==> config.mk <==
export PLATFORM = sky130hd
export DESIGN_NAME = pwm_dither_gen
export DESIGN_NICKNAME = d
export VERILOG_FILES = /design/src/rtl/pwmdt_pkg.sv /design/src/rtl/pwmdt_sweep.sv /design/src/rtl/pwmdt_timer.sv /design/src/rtl/pwmdt_pulse.sv /design/src/rtl/pwm_dither_gen.sv
export SDC_FILE = /design/constraint.sdc
export NUM_CORES = 1
export LEC_CHECK = 0
export BUFFER_PORTS_ARGS = -buffer_cell sky130_fd_sc_hd__buf_2
export CAP_MARGIN = 10
export CORE_MARGIN = 5
export CORE_UTILIZATION = 40
export DETAILED_ROUTE_END_ITERATION = 16
export MAX_ROUTING_LAYER = met4
export PLACE_DENSITY_LB_ADDON = 0.25
export SLEW_MARGIN = 20
export SYNTH_ARGS = -nofsm -noshare
export SYNTH_HDL_FRONTEND = slang
export SYNTH_SLANG_ARGS = --single-unit
export TNS_END_PERCENT = 10
==> constraint.sdc <==
create_clock -name clk -period 21.9 [get_ports clk]
set_input_delay 3.285 -clock clk [delete_from_list [all_inputs] [get_ports clk]]
set_output_delay 3.285 -clock clk [all_outputs]
set_load 0.02 [all_outputs]
==> src/rtl/pwmdt_pkg.sv <==
package pwmdt_pkg;

  typedef enum logic {
    SWEEP_DOWN = 1'b0,
    SWEEP_UP   = 1'b1
  } sweep_dir_e;

  // Q8 ratio of two periods, rounded to nearest
  function automatic int gain_q8(input int num, input int den);
    return (num * 256 + den / 2) / den;
  endfunction

  function automatic int max2(input int a, input int b);
    return (a > b) ? a : b;
  endfunction

endpackage

==> src/rtl/pwmdt_sweep.sv <==
module pwmdt_sweep
  import pwmdt_pkg::*;
#(
  parameter int DEV  = 118,
  parameter int STEP = 1,
  parameter int OW   = 8
) (
  input  logic                 clk,
  input  logic                 rst,
  input  logic                 adv_i,
  output logic signed [OW-1:0] off_o
);

  logic signed [OW-1:0] off_q, off_n;
  sweep_dir_e           dir_q, dir_n;

  always_comb begin
    int cur;
    cur   = int'(off_q);
    off_n = off_q;
    dir_n = dir_q;
    if (dir_q == SWEEP_UP) begin
      if (cur + STEP >= DEV) begin
        off_n = OW'(DEV);
        dir_n = SWEEP_DOWN;
      end else begin
        off_n = OW'(cur + STEP);
      end
    end else begin
      if (cur - STEP <= -DEV) begin
        off_n = OW'(-DEV);
        dir_n = SWEEP_UP;
      end else begin
        off_n = OW'(cur - STEP);
      end
    end
  end

  always_ff @(posedge clk) begin
    if (rst) begin
      off_q <= '0;
      dir_q <= SWEEP_UP;
    end else if (adv_i) begin
      off_q <= off_n;
      dir_q <= dir_n;
    end
  end

  assign off_o = off_q;

endmodule

==> src/rtl/pwmdt_timer.sv <==
module pwmdt_timer #(
  parameter int NOM        = 1923,
  parameter int GRN        = 5000,
  parameter int GAIN       = 666,
  parameter int DUTY_NUM   = 3,
  parameter int DUTY_SHIFT = 2,
  parameter int CW         = 13,
  parameter int OW         = 8
) (
  input  logic                 clk,
  input  logic                 rst,
  input  logic                 sel_i,
  input  logic signed [OW-1:0] off_i,
  output logic [CW-1:0]        cnt_o,
  output logic [CW-1:0]        ton_o,
  output logic                 wrap_o
);

  localparam int GW = $clog2(GAIN + 1) + 1;
  localparam int MW = CW + OW + GW;

  logic signed [OW-1:0] neg_off;
  logic [OW-1:0]        mag;
  logic [MW-1:0]        mag_sc, step, base, per_n, ton_n;
  logic [CW-1:0]        cnt_q, per_q, ton_q;

  assign neg_off = -off_i;
  assign mag     = off_i[OW-1] ? neg_off : off_i;

  // unity ratio needs no multiplier
  generate
    if (GAIN == 256) begin : g_unity
      assign mag_sc = MW'(mag);
    end else begin : g_scale
      assign mag_sc = (MW'(mag) * MW'(GAIN)) >> 8;
    end
  endgenerate

  assign step   = sel_i ? mag_sc : MW'(mag);
  assign base   = sel_i ? MW'(GRN) : MW'(NOM);
  assign per_n  = off_i[OW-1] ? (base - step) : (base + step);
  assign ton_n  = (per_n * MW'(DUTY_NUM)) >> DUTY_SHIFT;
  assign wrap_o = (cnt_q == per_q - CW'(1));

  always_ff @(posedge clk) begin
    if (rst) begin
      per_q <= CW'(NOM);
      cnt_q <= CW'(NOM - 1);
      ton_q <= CW'((NOM * DUTY_NUM) >> DUTY_SHIFT);
    end else if (wrap_o) begin
      cnt_q <= '0;
      per_q <= CW'(per_n);
      ton_q <= CW'(ton_n);
    end else begin
      cnt_q <= cnt_q + CW'(1);
    end
  end

  assign cnt_o = cnt_q;
  assign ton_o = ton_q;

endmodule

==> src/rtl/pwmdt_pulse.sv <==
module pwmdt_pulse #(
  parameter int CW    = 13,
  parameter int BLANK = 31
) (
  input  logic          clk,
  input  logic          rst,
  input  logic          wrap_i,
  input  logic [CW-1:0] cnt_i,
  input  logic [CW-1:0] ton_i,
  input  logic          en_i,
  input  logic          trip_i,
  output logic          gate_o,
  output logic          blank_o,
  output logic          start_o
);

  logic          gate_q, blank_q, start_q;
  logic          gate_n, blank_n;
  logic [CW-1:0] cnt_inc;

  assign cnt_inc = cnt_i + CW'(1);

  always_comb begin
    gate_n  = gate_q;
    blank_n = 1'b0;
    if (wrap_i) begin
      gate_n  = en_i;
      blank_n = en_i && (BLANK > 0);
    end else begin
      if (!en_i)
        gate_n = 1'b0;
      else if (gate_q && (cnt_inc == ton_i))
        gate_n = 1'b0;
      else if (gate_q && trip_i && !blank_q)
        gate_n = 1'b0;
      blank_n = blank_q && gate_n && (cnt_inc < CW'(BLANK));
    end
  end

  always_ff @(posedge clk) begin
    if (rst) begin
      gate_q  <= 1'b0;
      blank_q <= 1'b0;
      start_q <= 1'b0;
    end else begin
      gate_q  <= gate_n;
      blank_q <= blank_n;
      start_q <= wrap_i;
    end
  end

  assign gate_o  = gate_q;
  assign blank_o = blank_q;
  assign start_o = start_q;

endmodule

==> src/rtl/pwm_dither_gen.sv <==
module pwm_dither_gen
  import pwmdt_pkg::*;
#(
  parameter int PERIOD_NOM  = 1923,
  parameter int PERIOD_GRN  = 5000,
  parameter int PERIOD_DEV  = 118,
  parameter int DITHER_STEP = 1,
  parameter int BLANK_CYC   = 31,
  parameter int DUTY_NUM    = 3,
  parameter int DUTY_SHIFT  = 2
) (
  input  logic clk,
  input  logic rst,
  input  logic en_i,
  input  logic slow_sel_i,
  input  logic trip_i,
  output logic gate_o,
  output logic start_o,
  output logic blank_o
);

  localparam int GRN_GAIN = gain_q8(PERIOD_GRN, PERIOD_NOM);
  localparam int DEV_GRN  = (PERIOD_DEV * GRN_GAIN) >> 8;
  localparam int PMAX     = max2(PERIOD_NOM + PERIOD_DEV, PERIOD_GRN + DEV_GRN);
  localparam int CW       = $clog2(PMAX + 1);
  localparam int OW       = $clog2(PERIOD_DEV + DITHER_STEP + 1) + 1;

  logic signed [OW-1:0] offset;
  logic [CW-1:0]        cnt, ton;
  logic                 wrap;

  pwmdt_sweep #(
    .DEV  (PERIOD_DEV),
    .STEP (DITHER_STEP),
    .OW   (OW)
  ) u_sweep (
    .clk   (clk),
    .rst   (rst),
    .adv_i (wrap),
    .off_o (offset)
  );

  pwmdt_timer #(
    .NOM        (PERIOD_NOM),
    .GRN        (PERIOD_GRN),
    .GAIN       (GRN_GAIN),
    .DUTY_NUM   (DUTY_NUM),
    .DUTY_SHIFT (DUTY_SHIFT),
    .CW         (CW),
    .OW         (OW)
  ) u_timer (
    .clk    (clk),
    .rst    (rst),
    .sel_i  (slow_sel_i),
    .off_i  (offset),
    .cnt_o  (cnt),
    .ton_o  (ton),
    .wrap_o (wrap)
  );

  pwmdt_pulse #(
    .CW    (CW),
    .BLANK (BLANK_CYC)
  ) u_pulse (
    .clk     (clk),
    .rst     (rst),
    .wrap_i  (wrap),
    .cnt_i   (cnt),
    .ton_i   (ton),
    .en_i    (en_i),
    .trip_i  (trip_i),
    .gate_o  (gate_o),
    .blank_o (blank_o),
    .start_o (start_o)
  );

endmodule

==> results of run 1 <==
[path summary, 6_finish.rpt]
kind | from | end | slack, ns
setup / recovery | u_sweep.off_o[0] | u_timer.ton_o[11] | 13.23
hold / removal | u_timer.ton_o[2] | u_timer.ton_o[2] | 0.47
setup reg to reg | u_sweep.off_o[0] | u_timer.ton_o[11] | 13.23
hold reg to reg | u_timer.ton_o[2] | u_timer.ton_o[2] | 0.47
[logic make-up after synthesis]
kind of cell | Yosys count
other cells | 2
compound gates | 185
xor+xnor | 74
fa+ha+maj | 74
mux | 7
flops | 51
buf+inv | 78
simple gates | 242
[cell usage after synthesis (all sizes together) (10+ instances only)]
cell type,count,area share
xnor2,41,0.066
clkbuf,20,0.013
a31oi,11,0.012
a21o,18,0.024
a21oi,45,0.040
nor3,21,0.019
nand3,19,0.017
xor2,33,0.053
ha,63,0.14
nand4,13,0.015
buf,13,0.013
fa,10,0.036
nand2,60,0.041
inv,45,0.030
and3,14,0.016
nor2,64,0.043
o21ai,34,0.033
dfxtp,51,0.18
o211ai,11,0.015
[sequential cells by signal (all words and copies together), names as in the netlist]
name,cells
u_pulse.start_o,1
u_sweep.dir_q,1
u_timer.per_q,13
u_timer.cnt_o,13
u_timer.ton_o,13
u_pulse.gate_o,1
u_sweep.off_o,8
u_pulse.blank_o,1
[routing by layer]
metal,up-vias,share of wire
li1,2532,-
met1,2433,0.47
met2,115,0.47
met3,33,0.043
met4,0,0.022
met5,-,0
[tightest hold or removal path, cell delays in order, from the launching register on]
cell and delay (ns):
dfxtp_1 0.32, nand2_1 0.05, a21oi_1 0.05
[per-stage QoR]
stage | hold WS, ns | setup WS [ns] | instances | cell area [µm²]
6_report | 0.466 | 13.23 | 879 | 5870
5_1_grt | 0.492 | 12.61 | 879 | 5870
4_1_cts | 0.467 | 13.25 | 879 | 5870
3_5_place_dp | 0.458 | 13.28 | 871 | 5720
3_3_place_gp | 0.457 | 13.61 | 871 | 5720
2_1_floorplan | 0.444 | 14.28 | 714 | 5580
[power by group]
part | internal, mW | switching, mW | total [mW]
Sequential | 0.117 | 0.0291 | 0.146
Combinational | 0.156 | 0.243 | 0.398
Clock | 0.0435 | 0.0396 | 0.0831
Total | 0.316 | 0.311 | 0.628
[layout make-up]
cell class	count	area, µm²
fillers	1390	7900
multi-input cells	585	4250
flip-flops and latches	51	1020
well taps	180	225
inverters	45	169
clock buffers	5	125
repair buffers	10	57.6
clock inverters	3	26.3
==> results.py, run 1 <==
metrics = {
    "setup_path": {
        "critPathArrivalTime_ns": 8.83,
        "cpMaxStageDelayCell": "or4_1",
        "crit_buf_inv": 3,
        "r2r_cells": 31,
        "cp_top_family": "adder cells",
        "max_stage_delay_ns": 0.76,
        "cp.required_ns": 22.06,
        "endpoint_kind": "flop",
        "worstSetupStartpointType": "flop",
        "cp_num_cells": 31,
        "cp_max_fo": 18,
        "criticalPathCategory": "flop to flop",
        "cpMostUsedCell": "ha_1",
    },
    "logic_synthesis": {
        "netlist_area_um2": 5580,
        "post_synth_and_or_nand_nor_area_fraction": 0.219,
        "synth_warnings": 0,
        "synthArstFlopShare": 0,
        "synth_edf_count": 0,
        "avgSynthCellArea_um2": 7.82,
        "synthFlopType": "dfxtp_1",
        "seq_area_frac_synth": 0.183,
        "muxShareOfSynthArea": 0.0128,
        "synth_cells": 713,
        "synth_top_family_by_area": "compound AO/OA/AOI/OAI gates",
        "ys_ff_latch": 51,
        "ys_types": 80,
        "synth_xor_area_frac": 0.119,
        "synth_fa_ha_area_frac": 0.179,
        "synth-compound-area-share": 0.230,
    },
    "detailed_routing": {
        "drc": 0,
        "wire_per_inst_um": 16.7,
        "vias_per_cell": 5.82,
        "postRouteAntennaNets": 0,
        "detailroute.via_count": 5113,
        "dr.pass1.iters": 5,
        "drtIter0Drc": 316,
        "wirelength_um": 14600,
    },
    "power_and_ir_drop": {
        "p_leak_nw": 2.60,
        "power_density_nw_per_um2": 107,
        "totalPowerFinal_mw": 0.628,
        "irDropWorstVdd_v": 0.0000505,
    },
    "place": {
        "gp_congestion": 0.907,
        "hpwl_um": 11200,
        "io_buffer_count": 7,
    },
    "global_routing": {
        "met1_usage": 0.239,
        "busiest_layer": "met2",
        "grt_overflow": 0,
        "grt_antenna_before_repair": 0,
        "grt_pass1_vias": 5103,
        "grt_pass1_wl_um": 24700,
        "track_usage": 0.189,
        "grt_max_degree": 46,
        "met3_usage": 0.0346,
        "globalRouteMet2Util": 0.309,
    },
    "clock_tree": {
        "cts_hold_buf": 0,
        "cts_buffer_depth": 2,
        "cts_buffers": 5,
        "htreeDepth": 2,
        "cts_root_buf": "clkbuf_16",
        "clk_latency_ns": 0.31,
        "post_cts_resized": 0,
        "cts_setup_buffers": 0,
        "clk_pin_slew_ns": 0.08,
        "cts_tree": "done",
        "clock_sinks": 51,
    },
    "timing": {
        "max-slew-margin-rel": 0.294,
        "hold_violations": 0,
        "max_freq_mhz": 115,
        "period_minus_slack_ns": 8.67,
        "fin_crit_sh": 0.396,
        "maxSlewViolCount": 0,
        "skew_ns": 0.0109,
        "finalSetupViolations": 0,
        "rsz0062_at_grt": "no",
        "setup_tns_ns": 0,
        "tightest_slew_ns": 1.05,
    },
    "floorplan": {
        "num_rows": 43,
        "die_area_um2": 16400,
        "coreArea_um2": 13800,
        "fp.dieH_um": 128,
        "die_w_um": 128,
        "initial_utilization": 0.405,
        "boundaryPins": 8,
    },
    "cells_and_area": {
        "antenna_cells": 0,
        "fin_nets": 776,
        "area_growth_pct": 5.27,
        "drive_above_1_share": 0.0472,
        "final_cell_mix": "nor2_1, ha_1, nand2_1, dfxtp_1",
        "fin_util": 0.426,
    },
    "hold_path": {
        "holdPathStages": 2,
        "min_path_type": "flop to flop",
    },
    "outcome": {
        "outcome": "finished clean",
    },
    "run": {
        "cap_violations": 0,
    },
}
Note: power is estimated with default switching activity, not from simulation.
==> run 2, diff against run 1 <==
- clock period: 21.9 -> 7.2 ns (I/O delays scaled with it)
==> run 2 against run 1 <==
  * Via count increased by 4.7%
  * Sequential power increased to 3.0 times the previous value
  * Design area increased by 15%
  * Non-clock buffer count increased by 60
  * Clock skew decreased by 0.0069 ns
  * Critical endpoint unchanged
  * Clock-buffer cell count unchanged
  * Cell count increased by 6.8%
  * Fmax increased by 22%
==> results.py, run 2 (same netlist as run 1, synthesis figures left out) <==
metrics = {
    "global_routing": {
        "grt_pass1_wl_um": 25200,
        "grt_max_degree": 46,
        "grt_pass1_vias": 5159,
        "grt_overflow": 0,
        "grt_antenna_before_repair": 0,
        "track_usage": 0.192,
    },
    "timing": {
        "tightest_slew_ns": 0.842,
        "max-slew-margin-rel": 0.438,
        "skew_ns": 0.00405,
        "period_minus_slack_ns": 7.11,
        "holdWs_ns": 0.466,
        "hold_violations": 0,
        "maxSlewViolCount": 0,
        "fin_crit_sh": 0.987,
        "layout_setup_ws_ns": 0.0907,
        "rsz0062_at_grt": "yes",
        "max_freq_mhz": 141,
        "finalSetupViolations": 0,
    },
    "setup_path": {
        "cp.required_ns": 7.36,
        "criticalPathCategory": "flop to flop",
        "worstSetupStartpointType": "flop",
        "cpMaxStageDelayCell": "or4_4",
        "critPathArrivalTime_ns": 7.27,
        "cp_max_fo": 5,
        "max_stage_delay_ns": 0.54,
        "endpoint_kind": "flop",
    },
    "detailed_routing": {
        "vias_per_cell": 5.70,
        "drtIter0Drc": 301,
        "drc": 0,
        "wire_per_inst_um": 16.6,
        "postRouteAntennaNets": 0,
        "wirelength_um": 15600,
        "dr.pass1.iters": 5,
        "detailroute.via_count": 5353,
    },
    "clock_tree": {
        "cts_buffer_depth": 2,
        "cts_buffers": 5,
        "cts_root_buf": "clkbuf_16",
        "clk_latency_ns": 0.30,
        "clk_pin_slew_ns": 0.07,
        "htreeDepth": 2,
        "cts_tree": "done",
        "clock_sinks": 51,
    },
    "floorplan": {
        "num_rows": 43,
        "boundaryPins": 8,
        "initial_utilization": 0.405,
        "coreArea_um2": 13800,
        "die_area_um2": 16400,
        "die_w_um": 128,
        "fp.dieH_um": 128,
    },
    "outcome": {
        "outcome": "finished clean",
    },
    "cells_and_area": {
        "fin_nets": 836,
        "drive_above_1_share": 0.211,
        "mostFrequentLayoutCell": "buf_4",
        "final_cells": 939,
        "fin_area_um2": 6730,
        "area_growth_pct": 20.6,
        "antenna_cells": 0,
        "final_cell_mix": "buf_4, nor2_1, nand2_1, ha_1, dfxtp_1",
        "fillers": 1330,
    },
    "power_and_ir_drop": {
        "power_density_nw_per_um2": 330,
        "totalPowerFinal_mw": 2.22,
        "irDropWorstVdd_v": 0.000244,
        "p_leak_nw": 3.00,
    },
    "hold_path": {
        "min_path_type": "flop to flop",
    },
    "place": {
        "dp.cells": 904,
        "postPlaceCellArea_um2": 6030,
        "dp_slack_ns": -0.109,
        "io_buffer_count": 7,
        "hpwl_um": 11500,
        "gp_congestion": 0.935,
    },
    "run": {
        "cap_violations": 0,
    },
}
## run 2: cell types whose count changed in the layout (fill, tap and decap cells not counted), moves of 5 or more
cell / delta
buf_4: +60
a21oi_1: -7
ha_1: -7
nor2_1: -7
nor2_2: +7
o21ai_0: -7
xnor2_1: -7
ha_4: +6
inv_1: -6
o21ai_2: +6
xnor2_2: +6
a21oi_2: +5
inv_2: +5
## run 2: metal layers
metal / GRT usage / wire length, µm
met4: 0.0443 / 287
met1: 0.241 / 6990
met2: 0.324 / 7750
met5: - / 0
met3: 0.0300 / 549
## run 2: timing repair
item / in CTS / in global routing
gates resized for setup: 6 / 62
cloned: 0 / 0
hold buffers: 0 / 0
buffers inserted: 4 / 23
pin swaps: 5 / 45
setup endpoints to repair: 4 / 8
## run 2: stage by stage
step | setup TNS (ns) | utilization
2_1_floorplan | 0 | -
3_3_place_gp | 0 | 0.438
3_5_place_dp | -0.278 | 0.438
4_1_cts | -0.0219 | 0.454
5_1_grt | -0.578 | 0.488
6_report | 0 | 0.488
## run 2: final cells by class
class / instances / area [µm²] / share of cell area
Clock buffer: 5 / 125 / 0.0186
Clock inverter: 3 / 46.3 / 0.00688
Inverter: 45 / 171 / 0.0255
Multi-Input combinational cell: 585 / 4620 / 0.687
Sequential cell: 51 / 1030 / 0.153
Tap cell: 180 / 225 / 0.0335
Timing Repair Buffer: 70 / 508 / 0.0755
## run 2: path summary, 6_finish.rpt
path | start | to | slack, ns | depth (start not counted)
worst max-delay path | u_sweep.off_o[0] | u_timer.ton_o[11] | 0.09 | 28
worst min-delay path | u_timer.ton_o[3] | u_timer.ton_o[3] | 0.47 | 2
worst max register to register | u_sweep.off_o[0] | u_timer.ton_o[11] | 0.09 | 28
worst min register to register | u_timer.ton_o[3] | u_timer.ton_o[3] | 0.47 | 2
## run 2: power by group
part	leakage, nW	total (mW)	internal, mW	switching, mW
registers	0.417	0.434	0.357	0.0775
clock network	0.0804	0.280	0.165	0.115
logic	2.50	1.51	0.646	0.860
## run 2: critical path: cells and delay by family, from the launching register on
| kind | cells | cell delay (ns) |
|---|---|---|
| simple gates | 4 | 1.13 |
| xor+xnor | 2 | 0.46 |
| flops | 1 | 0.37 |
| fa+ha+maj | 6 | 2.31 |
| buf+inv | 3 | 0.15 |
| compound gates | 12 | 2.35 |
| mux | 1 | 0.19 |
